--- config.mk ---
export PLATFORM = sky130hd
export DESIGN_NAME = irq_setclr_top
export DESIGN_NICKNAME = d
export VERILOG_FILES = /design/src/rtl/irq_setclr_pkg.sv /design/src/rtl/irq_setclr_decode.sv /design/src/rtl/irq_setclr_cell.sv /design/src/rtl/irq_setclr_rdmux.sv /design/src/rtl/irq_setclr_top.sv
export SDC_FILE = /design/constraint.sdc
export NUM_CORES = 1
export LEC_CHECK = 0
export CAP_MARGIN = 20
export CELL_PAD_IN_SITES_DETAIL_PLACEMENT = 0
export CELL_PAD_IN_SITES_GLOBAL_PLACEMENT = 2
export CORE_MARGIN = 2
export CORE_UTILIZATION = 21
export CTS_CLUSTER_DIAMETER = 60
export DETAILED_ROUTE_END_ITERATION = 6
export PLACE_DENSITY = 0.81
export SYNTH_ARGS = -nofsm -noshare
export SYNTH_HDL_FRONTEND = slang
export SYNTH_SLANG_ARGS = --single-unit
export TNS_END_PERCENT = 20
--- constraint.sdc ---
create_clock -name clk -period 3.05 [get_ports clk]
set_input_delay 0.4575 -clock clk [delete_from_list [all_inputs] [get_ports clk]]
set_output_delay 0.4575 -clock clk [all_outputs]
set_load 0.01 [all_outputs]
--- src/rtl/irq_setclr_pkg.sv ---
package irq_setclr_pkg;
  localparam logic [7:0] OFS_STATUS  = 8'h14;
  localparam logic [7:0] OFS_ENABLE  = 8'h18;
  localparam logic [7:0] OFS_DISABLE = 8'h1C;
  localparam logic [7:0] OFS_MASK    = 8'h20;

  typedef enum logic [2:0] {
    SEL_NONE,
    SEL_STATUS,
    SEL_ENABLE,
    SEL_DISABLE,
    SEL_MASK
  } reg_sel_e;
endpackage

--- src/rtl/irq_setclr_decode.sv ---
module irq_setclr_decode
  import irq_setclr_pkg::*;
#(
  parameter int ADDR_W = 8
) (
  input  logic [ADDR_W-1:0] addr_i,
  output reg_sel_e          sel_o
);
  always_comb begin
    sel_o = SEL_NONE;
    if (addr_i == ADDR_W'(OFS_STATUS))       sel_o = SEL_STATUS;
    else if (addr_i == ADDR_W'(OFS_ENABLE))  sel_o = SEL_ENABLE;
    else if (addr_i == ADDR_W'(OFS_DISABLE)) sel_o = SEL_DISABLE;
    else if (addr_i == ADDR_W'(OFS_MASK))    sel_o = SEL_MASK;
  end
endmodule

--- src/rtl/irq_setclr_cell.sv ---
module irq_setclr_cell (
  input  logic clk,
  input  logic rst,
  input  logic evt_i,
  input  logic sts_clr_i,
  input  logic msk_set_i,
  input  logic msk_clr_i,
  output logic sts_q,
  output logic msk_q,
  output logic pend_d
);
  logic sts_d;
  logic msk_d;

  // A new event beats a clear arriving in the same cycle.
  always_comb begin
    sts_d  = evt_i | (sts_q & ~sts_clr_i);
    msk_d  = msk_set_i | (msk_q & ~msk_clr_i);
    pend_d = sts_d & ~msk_d;
  end

  always_ff @(posedge clk) begin
    if (rst) begin
      sts_q <= 1'b0;
      msk_q <= 1'b1;
    end else begin
      sts_q <= sts_d;
      msk_q <= msk_d;
    end
  end
endmodule

--- src/rtl/irq_setclr_rdmux.sv ---
module irq_setclr_rdmux
  import irq_setclr_pkg::*;
#(
  parameter int DATA_W  = 32,
  parameter int NUM_SRC = 7,
  parameter int SRC_LSB = 1
) (
  input  reg_sel_e            sel_i,
  input  logic [NUM_SRC-1:0]  sts_i,
  input  logic [NUM_SRC-1:0]  msk_i,
  output logic [DATA_W-1:0]   rdata_o
);
  always_comb begin
    rdata_o = '0;
    case (sel_i)
      SEL_STATUS: rdata_o[SRC_LSB +: NUM_SRC] = sts_i;
      SEL_MASK:   rdata_o[SRC_LSB +: NUM_SRC] = msk_i;
      default:    rdata_o = '0;
    endcase
  end
endmodule

--- src/rtl/irq_setclr_top.sv ---
module irq_setclr_top
  import irq_setclr_pkg::*;
#(
  parameter int DATA_W  = 32,
  parameter int ADDR_W  = 8,
  parameter int NUM_SRC = 7,
  parameter int SRC_LSB = 1
) (
  input  logic               clk,
  input  logic               rst,
  input  logic               wr_en_i,
  input  logic               rd_en_i,
  input  logic [ADDR_W-1:0]  addr_i,
  input  logic [DATA_W-1:0]  wdata_i,
  input  logic [NUM_SRC-1:0] evt_i,
  output logic [DATA_W-1:0]  rdata_o,
  output logic               irq_o
);
  reg_sel_e           sel;
  logic [NUM_SRC-1:0] wfield;
  logic [NUM_SRC-1:0] sts_clr;
  logic [NUM_SRC-1:0] msk_set;
  logic [NUM_SRC-1:0] msk_clr;
  logic [NUM_SRC-1:0] sts_q;
  logic [NUM_SRC-1:0] msk_q;
  logic [NUM_SRC-1:0] pend_d;
  logic [DATA_W-1:0]  rd_mux;
  logic               wr_sts;
  logic               wr_ena;
  logic               wr_dis;

  irq_setclr_decode #(.ADDR_W(ADDR_W)) u_dec (
    .addr_i (addr_i),
    .sel_o  (sel)
  );

  always_comb begin
    wfield  = wdata_i[SRC_LSB +: NUM_SRC];
    wr_sts  = wr_en_i && (sel == SEL_STATUS);
    wr_ena  = wr_en_i && (sel == SEL_ENABLE);
    wr_dis  = wr_en_i && (sel == SEL_DISABLE);
    sts_clr = (wr_sts ? wfield : '0) | {NUM_SRC{wr_dis}};
    msk_set = wr_dis ? wfield : '0;
    msk_clr = wr_ena ? wfield : '0;
  end

  for (genvar k = 0; k < NUM_SRC; k++) begin : g_src
    irq_setclr_cell u_cell (
      .clk       (clk),
      .rst       (rst),
      .evt_i     (evt_i[k]),
      .sts_clr_i (sts_clr[k]),
      .msk_set_i (msk_set[k]),
      .msk_clr_i (msk_clr[k]),
      .sts_q     (sts_q[k]),
      .msk_q     (msk_q[k]),
      .pend_d    (pend_d[k])
    );
  end

  irq_setclr_rdmux #(
    .DATA_W  (DATA_W),
    .NUM_SRC (NUM_SRC),
    .SRC_LSB (SRC_LSB)
  ) u_rd (
    .sel_i   (sel),
    .sts_i   (sts_q),
    .msk_i   (msk_q),
    .rdata_o (rd_mux)
  );

  always_ff @(posedge clk) begin
    if (rst) begin
      irq_o   <= 1'b0;
      rdata_o <= '0;
    end else begin
      irq_o   <= |pend_d;
      rdata_o <= rd_en_i ? rd_mux : '0;
    end
  end
endmodule

== Yosys cells after proc, flatten, opt, wreduce, memory -nomap -nowiden ==
Index checks and enable logic that the tools add are counted.

* Eq/ne operators: 8
* Multiplexer cells: 8
* Bitwise gates (word level): 58
* Reduce and logical (&&, ||, !) cells: 5

{| class="wikitable"
|+ Operators by type and width
! cell !! count
|-
| $eq A8 B5 Y1 const B || 3
|-
| $not A1 Y1 || 22
|-
| $and A1 B1 Y1 || 21
|-
| $mux W7 || 3
|-
| $or A1 B1 Y1 || 14
|-
| $pmux W7 S2 || 1
|-
| $mux W3 || 4
|-
| $eq A8 B6 Y1 const B || 1
|-
| $or A7 B7 Y7 || 1
|-
| $reduce_or A7 Y1 || 1
|-
| $eq A3 B2 Y1 const B || 2
|-
| $eq A3 B1 Y1 const B || 1
|-
| $eq A3 B3 Y1 const B || 1
|-
| $logic_and A1 B1 Y1 || 3
|-
| $reduce_or A2 Y1 || 1
|}

* Register bits: 47
* Input port bits: 51
* Word-level logic and storage cells: 96

== Logic depth before layout (Yosys ltp) ==
* Depth in word-level cells: 14
* Depth in mapped cells: 6

== Modules after synthesis ==
Synthesis repeated with hierarchy kept, for this count alone.

* Cell total of the unflattened synthesis: 217
* Area total of the unflattened synthesis: 2074.5 µm²

{| class="wikitable"
|+ Modules (own cells, without submodules)
! module !! instances !! cells an instance !! area each (µm²)
|-
| irq_setclr_top || 1 || 104 || 1066.0
|-
| irq_setclr_cell || 7 || 8 || 90.1
|-
| irq_setclr_rdmux || 1 || 51 || 330.3
|-
| irq_setclr_decode || 1 || 6 || 47.5
|}

== Least setup slack after synthesis ==
No wires, ideal clock.

* Path type: input to register
* From: input addr_i[1]
* To: register irq_o
* Setup time: 138 ps
* Data arrival time: 1784 ps
* Setup slack: 1128 ps
* Cell stages on the path: 6
* Buffers on the path: 1
* Cell sequence: or4_4 -> buf_6 -> o32ai_2 -> nor4_1 -> a221oi_2 -> a41oi_2

* Cells in the longest elaborated chain, start to end: 14

{| class="wikitable"
|+ Ends and longest elaborated chain
! what !! line !! text
|-
| start, declared || irq_setclr_top.sv:13 || <nowiki>input logic [ADDR_W-1:0] addr_i,</nowiki>
|-
| $eq A8 B6 Y1 || irq_setclr_decode.sv:14 || <nowiki>else if (addr_i == ADDR_W'(OFS_MASK)) sel_o = SEL_MASK;</nowiki>
|-
| $mux W3 || irq_setclr_decode.sv:14 ||
|-
| $mux W3 || irq_setclr_decode.sv:13 || <nowiki>else if (addr_i == ADDR_W'(OFS_DISABLE)) sel_o = SEL_DISABLE;</nowiki>
|-
| $mux W3 || irq_setclr_decode.sv:12 || <nowiki>else if (addr_i == ADDR_W'(OFS_ENABLE)) sel_o = SEL_ENABLE;</nowiki>
|-
| $mux W3 (*) || irq_setclr_decode.sv:11 || <nowiki>if (addr_i == ADDR_W'(OFS_STATUS)) sel_o = SEL_STATUS;</nowiki>
|-
| $eq A3 B1 Y1 / $eq A3 B2 Y1 (equally long branches) || irq_setclr_top.sv:39, irq_setclr_top.sv:40 ||
|-
| $logic_and A1 B1 Y1, on equally long branches || irq_setclr_top.sv:39, irq_setclr_top.sv:40 ||
|-
| $mux W7, on equally long branches || irq_setclr_top.sv:42, irq_setclr_top.sv:44 ||
|-
| $or A7 B7 Y7 / $not A1 Y1 (equally long branches) || irq_setclr_top.sv:42, irq_setclr_cell.sv:18 ||
|-
| $not A1 Y1 / $and A1 B1 Y1 (equally long branches) || irq_setclr_cell.sv:17, irq_setclr_cell.sv:18 ||
|-
| $and A1 B1 Y1 / $or A1 B1 Y1 (equally long branches) || irq_setclr_cell.sv:17, irq_setclr_cell.sv:18 ||
|-
| $or A1 B1 Y1 / $not A1 Y1 (equally long branches) || irq_setclr_cell.sv:17, irq_setclr_cell.sv:19 ||
|-
| $and A1 B1 Y1 || irq_setclr_cell.sv:19 || <nowiki>pend_d = sts_d & ~msk_d;</nowiki>
|-
| $reduce_or A7 Y1 (*) || irq_setclr_top.sv:77 || <nowiki>irq_o <= |pend_d;</nowiki>
|-
| end signal, assigned || irq_setclr_top.sv:77 ||
|-
| end, declared || irq_setclr_top.sv:17 || <nowiki>output logic irq_o</nowiki>
|}

Mark *: on every way between the ends. The rest lies on a longest branch, timed or not.
A chain may end at the register's enable or synchronous reset.

== Final worst setup path ==
* From: input addr_i[3]
* To: register irq_o

The elaborated chain is that of the path after synthesis.

==> results.yml <==
setup_path:
  worst-setup-path-type: "input pin to register"
  worstRegToRegCells: 5
  cp_max_fo: 5
  cp.required_ns: 3.18
  cp-end-kind: "register"
  start_kind: "input pin"
  reg2reg_slack_ns: 1.84
  regToRegEndpoint: "irq_o"
  arrival_ns: 2.49
  rr_startpoint: "g_src[3].u_cell.sts_q"
clocking:
  cts_root_buffer: "clkbuf_8"
  numCtsBuffers: 3
  cts_tree: "yes"
  cts.path.max_buffers: 2
  htree_levels: 1
  postCtsSetupRepairBufs: 0
  clk_pin_slew_ns: 0.08
  cts.sinks: 22
  clk_latency_ns: 0.26
  holdBufCountCts: 0
  cts_resized: 0
finish:
  antenna_cells: 0
  area_delta_synth_final_pct: 29.4
  drive_gt1_share_pct: 14.7
  nFillCells: 618
  nets: 230
global_route:
  globalRouteOverflowTotal: 0
  grt_pass1_vias: 1057
  grt_max_degree: 16
  antenna_found_initial: 0
  track_usage_pct: 9.02
  grt_pass1_wl_um: 5040
placement:
  place_congestion: 0.694
  hpwl_um: 2390
  io_buffers: 33
  dp_slack_ns: 0.385
floorplan:
  initial_core_util_pct: 21.9
  core_area_mm2: 0.00599
  die_area_mm2: 0.00689
  ios: 84
  die_w_um: 83.0
  num_rows: 28
  die_h_um: 83.0
sta:
  setup_viol: 0
  rsz0062_at_grt: "false"
  min_period_ns: 2.36
  max_slew_margin_pct: 62.6
  fmax_ghz: 0.425
  finalClockSkew_ns: 0.00503
  slew_viol_final: 0
  tightest_slew_ns: 0.557
  layout_worst_path_cycle_share_pct: 77.2
  finalWorstSetupSlack_ns: 0.694
  finalSetupTns_ns: 0
  hold_viol_final: 0
  hold_ws_ns: 0.502
synth:
  synth-async-reset-ratio_pct: 0
  syn_area_per_cell_um2: 9.30
  yosysWarnings: 0
  synth_fa_ha_area_share_pct: 0
  syn_area_mm2: 0.00131
  synthDistinctLibCells: 49
  synth_edf_count: 0
  synth-simple-area-share_pct: 23.9
  netlist_instances: 141
  ys_seq_elements: 22
  seq_area_frac_synth_pct: 33.6
  synth_compound_area_share_pct: 19.8
  synth_top_family_by_area: "simple AND/OR/NAND/NOR gates"
  synthFlopType: "dfxtp_1"
  synthMuxAreaShare_pct: 3.15
  synth_xor_area_share_pct: 0
routing:
  via_count: 1062
  first_iter_violations: 47
  routed_via_density: 4.21
  post_drt_wl_per_cell_um: 12.5
  antenna_left: 0
  postRouteWirelength_um: 3150
  drtPass1Iterations: 4
  post-route-drc-count: 0
power_and_ir_drop:
  p_leak_nw: 0.670
  vdd_drop_max_v: 0.000133
  total_power_w: 0.000575
  power.density_mw_per_mm2: 339
min_path:
  hold_end: "g_src[4].u_cell.msk_q"
  holdPathStages: 2
  hp-start: "g_src[4].u_cell.msk_q"
  hp-class: "register to register"
outcome:
  status: "completed"
run:
  maxCapViolations: 0
==> placed cells by master (no fill, tap or decap), drive strengths merged, types with 2 or more instances in the layout <==
cell	count
a311o	2
nand2b	5
a21o	2
mux2i	3
nor3	3
a22oi	7
and2	3
dfxtp	22
nand3	6
a221oi	2
nor2	11
clkdlybuf4s50	33
inv	7
nand2	6
nor4	3
a31oi	5
conb	25
buf	6
clkbuf	3
o22ai	2
==> metrics by stage <==
step                      instances  util, %  cell area [um2]
after detailed placement        249     27.6             1660
after floorplan                 165        -             1400
final                           252     28.3             1700
after CTS                       252     28.3             1700
after global routing            252     28.3             1700
after global placement          249     27.6             1660
==> state kept, by name, indices dropped and copies added, names as in the netlist <==
register and flops:
g_src.u_cell.msk_q 7, g_src.u_cell.sts_q 7, rdata_o 7, irq_o 1
==> synthesized netlist by cell type (all sizes together), types with 2 or more instances <==
| master | instances | area, um2 |
|---|---|---|
| buf | 28 | 209 |
| dfxtp | 22 | 440 |
| nor2 | 11 | 60.1 |
| a22oi | 7 | 52.6 |
| inv | 7 | 26.3 |
| nand2 | 6 | 22.5 |
| nand3 | 6 | 30.0 |
| a31oi | 5 | 31.3 |
| nand2b | 5 | 31.3 |
| and2 | 3 | 18.8 |
| mux2i | 3 | 30.0 |
| nor3 | 3 | 15.0 |
| nor4 | 3 | 40.0 |
| a21o | 2 | 17.5 |
| a221oi | 2 | 23.8 |
| a311o | 2 | 21.3 |
| o22ai | 2 | 12.5 |
==> cells by family (layout without fill, tap and decap cells) <==
| family | count (synthesis) | count (layout) |
|---|---|---|
| buffers and inverters | 37 | 49 |
| AOI/OAI and AO/OA | 29 | 29 |
| other | 1 | 25 |
| muxes | 4 | 4 |
| DFF | 22 | 22 |
| and+or+nand+nor | 48 | 48 |
==> worst max-delay path, stage by stage <==
cell             delay [ns]
clkdlybuf4s50_1        0.50
nor4bb_1               0.52
nand3_1                0.26
buf_4                  0.21
o311ai_0               0.38
a41oi_2                0.16
==> where the power goes <==
group,switching [W],leakage (nW),internal [W]
registers,0.00000375,0.180,0.000294
clock network,0.0000909,0.0216,0.0000880
logic,0.0000505,0.468,0.0000480
==> layout make-up <==
type	instances	area (um2)	share of cell area (%)
flip-flops and latches	22	440	26.0
inverters	7	26.3	1.55
multi-input cells	106	707	41.7
clock buffers	3	41.3	2.43
well taps	75	93.8	5.53
repair buffers	39	388	22.9
==> layer usage <==
layer / track usage (%) / vias to the layer above / wire length (um)
li1: - / 534 / -
met1: 11.2 / 489 / 1470
met2: 15.8 / 37 / 1500
met3: 1.89 / 2 / 153
met4: 2.24 / 0 / 21
met5: 0 / - / 0
==> worst max path at each step <==
stage                 end       from  slack, ns
CTS                 irq_o  addr_i[4]       0.66
floorplan           irq_o  addr_i[1]       1.13
detailed placement  irq_o  addr_i[4]       0.38
finish              irq_o  addr_i[3]       0.69
global route        irq_o  addr_i[3]       0.48
global placement    irq_o  addr_i[4]       0.38
Note: power is estimated with default switching activity, not from simulation.
